`config.mk`:
```
export PLATFORM = sky130hd
export DESIGN_NAME = cr_logic_stage
export DESIGN_NICKNAME = d
export VERILOG_FILES = /design/src/rtl/cr_stage_pkg.sv /design/src/rtl/cr_field_move.sv /design/src/rtl/cr_read_unit.sv /design/src/rtl/cr_bit_logic.sv /design/src/rtl/cr_logic_stage.sv
export SDC_FILE = /design/constraint.sdc
export NUM_CORES = 1
export LEC_CHECK = 0
export ABC_AREA = 0
export BUFFER_PORTS_ARGS = -buffer_cell sky130_fd_sc_hd__buf_4
export CORE_AREA = 2 2 101 103
export DETAILED_ROUTE_END_ITERATION = 16
export DIE_AREA = 0 0 103 105
export GPL_TIMING_DRIVEN = 1
export PLACE_DENSITY = 0.66
export SETUP_SLACK_MARGIN = 0.3
export SLEW_MARGIN = 0
export SYNTH_ARGS = -nofsm -noshare
export SYNTH_HDL_FRONTEND = slang
export SYNTH_SLANG_ARGS = --single-unit
```
`constraint.sdc`:
```
create_clock -name vclk -period 2.05
set_input_delay 0.1025 -clock vclk [all_inputs]
set_output_delay 0.1025 -clock vclk [all_outputs]
set_load 0.02 [all_outputs]
```
`src/rtl/cr_stage_pkg.sv`:
```
package cr_stage_pkg;
  typedef enum logic [2:0] {
    CR_OP_NONE      = 3'd0,
    CR_OP_MOVE_TO   = 3'd1,
    CR_OP_MOVE_FROM = 3'd2,
    CR_OP_BIT_LOGIC = 3'd3
  } cr_op_e;

  localparam int unsigned MASK_LSB = 12;
  localparam int unsigned SEL_BIT  = 20;
  localparam int unsigned DST_LSB  = 21;
  localparam int unsigned SRCA_LSB = 16;
  localparam int unsigned SRCB_LSB = 11;
  localparam int unsigned TT_LSB   = 6;
  localparam int unsigned TT_W     = 4;
endpackage

```
`src/rtl/cr_field_move.sv`:
```
module cr_field_move #(
  parameter int unsigned NF = 8,
  parameter int unsigned FW = 4,
  localparam int unsigned CW = NF * FW
) (
  input  logic [CW-1:0] src_i,
  input  logic [CW-1:0] cr_i,
  input  logic [NF-1:0] mask_i,
  output logic [CW-1:0] cr_o
);
  for (genvar i = 0; i < NF; i++) begin : g_fld
    assign cr_o[i*FW +: FW] = mask_i[i] ? src_i[i*FW +: FW] : cr_i[i*FW +: FW];
  end
endmodule

```
`src/rtl/cr_read_unit.sv`:
```
module cr_read_unit #(
  parameter int unsigned NF    = 8,
  parameter int unsigned FW    = 4,
  parameter int unsigned RES_W = 64,
  localparam int unsigned CW   = NF * FW
) (
  input  logic [CW-1:0]    cr_i,
  input  logic [NF-1:0]    mask_i,
  input  logic             whole_i,
  output logic [RES_W-1:0] res_o
);
  logic [CW-1:0] fld;

  for (genvar i = 0; i < NF; i++) begin : g_fld
    assign fld[i*FW +: FW] = (whole_i || mask_i[i]) ? cr_i[i*FW +: FW] : '0;
  end

  assign res_o = RES_W'(fld);
endmodule

```
`src/rtl/cr_bit_logic.sv`:
```
module cr_bit_logic #(
  parameter int unsigned CW   = 32,
  parameter int unsigned TT_W = 4,
  localparam int unsigned IW  = $clog2(CW)
) (
  input  logic [CW-1:0]   cr_i,
  input  logic [IW-1:0]   dst_i,
  input  logic [IW-1:0]   srca_i,
  input  logic [IW-1:0]   srcb_i,
  input  logic [TT_W-1:0] tt_i,
  output logic [CW-1:0]   cr_o
);
  logic [IW-1:0] dst_pos, a_pos, b_pos;
  logic          bit_a, bit_b, bit_r;

  // big-endian numbering: bit n lives at position CW-1-n
  assign dst_pos = IW'(CW - 1) - dst_i;
  assign a_pos   = IW'(CW - 1) - srca_i;
  assign b_pos   = IW'(CW - 1) - srcb_i;
  assign bit_a   = cr_i[a_pos];
  assign bit_b   = cr_i[b_pos];
  assign bit_r   = tt_i[{bit_a, bit_b}];

  always_comb begin
    cr_o          = cr_i;
    cr_o[dst_pos] = bit_r;
  end
endmodule

```
`src/rtl/cr_logic_stage.sv`:
```
module cr_logic_stage
  import cr_stage_pkg::*;
#(
  parameter int unsigned OPND_W    = 64,
  parameter int unsigned CR_FIELDS = 8,
  parameter int unsigned FIELD_W   = 4,
  parameter int unsigned INSN_W    = 32,
  parameter int unsigned CTX_W     = 16,
  localparam int unsigned CR_W     = CR_FIELDS * FIELD_W,
  localparam int unsigned IDX_W    = $clog2(CR_W)
) (
  input  logic [2:0]        op_i,
  input  logic [INSN_W-1:0] insn_i,
  input  logic [OPND_W-1:0] opnd_i,
  input  logic [CR_W-1:0]   cr_i,
  input  logic [CTX_W-1:0]  ctx_i,
  output logic [OPND_W-1:0] res_o,
  output logic [CR_W-1:0]   cr_o,
  output logic [CTX_W-1:0]  ctx_o
);
  logic [CR_FIELDS-1:0] mask;
  logic                 masked_sel;
  logic [CR_W-1:0]      cr_mv, cr_bl;
  logic [OPND_W-1:0]    res_rd;
  logic                 is_mv, is_rd, is_bl;

  assign mask       = insn_i[MASK_LSB +: CR_FIELDS];
  assign masked_sel = insn_i[SEL_BIT];
  assign is_mv      = (op_i == CR_OP_MOVE_TO);
  assign is_rd      = (op_i == CR_OP_MOVE_FROM);
  assign is_bl      = (op_i == CR_OP_BIT_LOGIC);

  cr_field_move #(.NF(CR_FIELDS), .FW(FIELD_W)) u_move (
    .src_i  (opnd_i[CR_W-1:0]),
    .cr_i   (cr_i),
    .mask_i (mask),
    .cr_o   (cr_mv)
  );

  cr_read_unit #(.NF(CR_FIELDS), .FW(FIELD_W), .RES_W(OPND_W)) u_read (
    .cr_i    (cr_i),
    .mask_i  (mask),
    .whole_i (~masked_sel),
    .res_o   (res_rd)
  );

  cr_bit_logic #(.CW(CR_W), .TT_W(TT_W)) u_bits (
    .cr_i   (cr_i),
    .dst_i  (insn_i[DST_LSB +: IDX_W]),
    .srca_i (insn_i[SRCA_LSB +: IDX_W]),
    .srcb_i (insn_i[SRCB_LSB +: IDX_W]),
    .tt_i   (insn_i[TT_LSB +: TT_W]),
    .cr_o   (cr_bl)
  );

  always_comb begin
    res_o = '0;
    cr_o  = cr_i;
    unique case (1'b1)
      is_mv:   cr_o  = cr_mv;
      is_rd:   res_o = res_rd;
      is_bl:   cr_o  = cr_bl;
      default: ;
    endcase
  end

  assign ctx_o = ctx_i;

  always_comb begin
    if (!is_mv && !is_rd && !is_bl) begin
      a_r9_idle: assert (res_o == '0 && cr_o == cr_i) else $error("R9 idle op altered outputs");
    end
    if (is_rd) begin
      a_r4_cr_hold: assert (cr_o == cr_i) else $error("R4 move-from altered cr");
    end
    if (is_bl) begin
      a_r8_one_bit: assert ($countones(cr_o ^ cr_i) <= 1 && res_o == '0)
        else $error("R8 bit-logic touched more than target");
    end
  end

  for (genvar i = 0; i < CR_FIELDS; i++) begin : g_chk
    always_comb begin
      if (is_mv && !mask[i]) begin
        a_r3_keep: assert (cr_o[i*FIELD_W +: FIELD_W] == cr_i[i*FIELD_W +: FIELD_W])
          else $error("R3 unmasked field changed");
      end
      if (is_rd && masked_sel && !mask[i]) begin
        a_r5_zero: assert (res_o[i*FIELD_W +: FIELD_W] == '0)
          else $error("R5 unselected field not zero");
      end
    end
  end
endmodule

```
==> flow_summary.ini <==
[place]
numPortBuffers = 150
routabilityCongestion = 0.942
dp.cells = 747
dp_hpwl_um = 11000

[logic_synthesis]
ys_seq_area_frac = 0
yosys_warnings = 0
synth_cells = 463
syn_area_per_cell_um2 = 5.67
synth_cell_types = 27
netlist_area_um2 = 2620

[detailed_routing]
drtIter0Drc = 297
routed_wl_um = 13100
vias_per_cell = 5.03
ant_nets = 0
vias = 3771
wl_per_cell_um = 17.4
firstDrtPassIters = 5
drc = 0

[critical_path]
crit_slowest_cell = mux4_2
slowest_delay_ns = 0.51
worstPathCellList = buf_12, mux4_2, mux4_2, mux2i_2, mux2_4, buf_12, o21ai_4, buf_6
crit_family = multiplexers
critPathKind = input port to output pin
cp.arrival_ns = 2.28
crit_fanout = 8
end_kind = output pin
startpoint_type = input port
cp.required_ns = 1.95
path_buf_inv = 3

[timing]
fmaxAchievable_mhz = 419
hold_viol = 0
slew_violations = 0
fin_ws_ns = -0.335
finalCriticalPeriod_ns = 2.39
fin_crit_sh = 1.16
setup_violations = 32
rsz0062_at_grt = yes

[layout]
clkbuf_count = 0
diodes = 0
drive_gt1_frac = 0.403
final_common_cell = buf_4
nets = 765
fillCellCount = 1009
design.seq.count = 0
final_cells = 749
layout_common_cells = buf_4 (161), nand2_1 (104), a21oi_1 (73)
regArea_um2 = 0
syn2layout_area_growth_pct = 72.0

[status]
outcome = complete, but fails checks
violations = setup timing

[floorplanning]
start_util = 0.272
die_y_um = 105
die_w_um = 103
core_area_um2 = 9640
fp-row-count = 36
io_pins = 259
fp.dieArea_um2 = 10800

[global_routing]
grt_pass1_vias = 3526
grt_pass1_wl_um = 19600
grt_usage = 0.230
antenna_found_initial = 0
overflow = 0
grt_max_degree = 65

[power]
p_total_mw = 1.25
pwr_density_cell_nw_per_um2 = 276
ir_drop_mv = 0.204
p_leak_nw = 1.95

[clock_tree]
holdBufCountCts = 0
cts_setup_buffers = 0

[min_path]
min_path_type = input port to output pin

[run]
drv_cap = 0
## area by class of cell
class	count	area, um2	share of cell area
multi-input cells	408	2590	0.574
repair buffers	200	1720	0.382
inverters	8	30.0	0.00665
well taps	133	166	0.0369
## Yosys cell counts, drive strengths merged
master / n / area share
a211oi: 1 / 0.0029
nand2: 104 / 0.15
nor2: 12 / 0.017
nand4: 2 / 0.0048
and2: 34 / 0.081
or3b: 2 / 0.0067
or3: 1 / 0.0024
buf: 64 / 0.17
a22oi: 4 / 0.011
clkbuf: 14 / 0.020
nand3b: 3 / 0.0086
mux2: 1 / 0.0043
mux4: 10 / 0.086
nor2b: 5 / 0.012
a311oi: 1 / 0.0033
nand2b: 4 / 0.0095
nand3: 36 / 0.069
conb: 1 / 0.0014
or2: 1 / 0.0024
inv: 8 / 0.011
a32oi: 1 / 0.0033
mux2i: 17 / 0.065
a21oi: 73 / 0.14
o21ai: 64 / 0.12
## power breakdown
part,leakage [nW],switching (mW),total (mW),internal (mW)
Clock,0,0,0,0
Sequential,0,0,0,0
Combinational,1.95,0.684,1.25,0.561
## metal layers
metal  vias up  GRT usage  part of all wire
li1       1833          -                 -
met1      1763      0.339              0.45
met2       161      0.373              0.47
met3        14     0.0167             0.064
met4         0     0.0310             0.014
met5         -          0                 0
## cells by family after synthesis
group	synth area share
other	0.00143
buffers and inverters	0.199
AND/OR/NAND/NOR	0.362
multiplexers	0.155
AO/OA/AOI/OAI	0.282
## repair_timing
item	in CTS	in global routing
gates resized for setup	43	0
pin swaps	2	0
cloned	2	0
endpoints found under the setup margin	32	32
## path summary, 6_finish.rpt
kind,startpoint,end,slack [ns],cells after the start
worst max-delay path,insn_i[11],cr_o[9],-0.34,8
worst min-delay path,ctx_i[12],ctx_o[12],0.21,0
## metrics by stage
| stage | utilization | instance area, um2 | setup TNS (ns) | hold slack, ns | worst slack [ns] |
|---|---|---|---|---|---|
| floorplan | - | 3140 | -3.50 | 0.318 | -0.115 |
| global placement | 0.445 | 4290 | -11.51 | 0.205 | -0.372 |
| detailed placement | 0.445 | 4290 | -13.08 | 0.205 | -0.433 |
| CTS | 0.468 | 4510 | -10.84 | 0.205 | -0.357 |
| global route | 0.468 | 4510 | -12.10 | 0.205 | -0.392 |
| finish | 0.468 | 4510 | -10.12 | 0.205 | -0.335 |
Note: power is estimated with default switching activity, not from simulation.
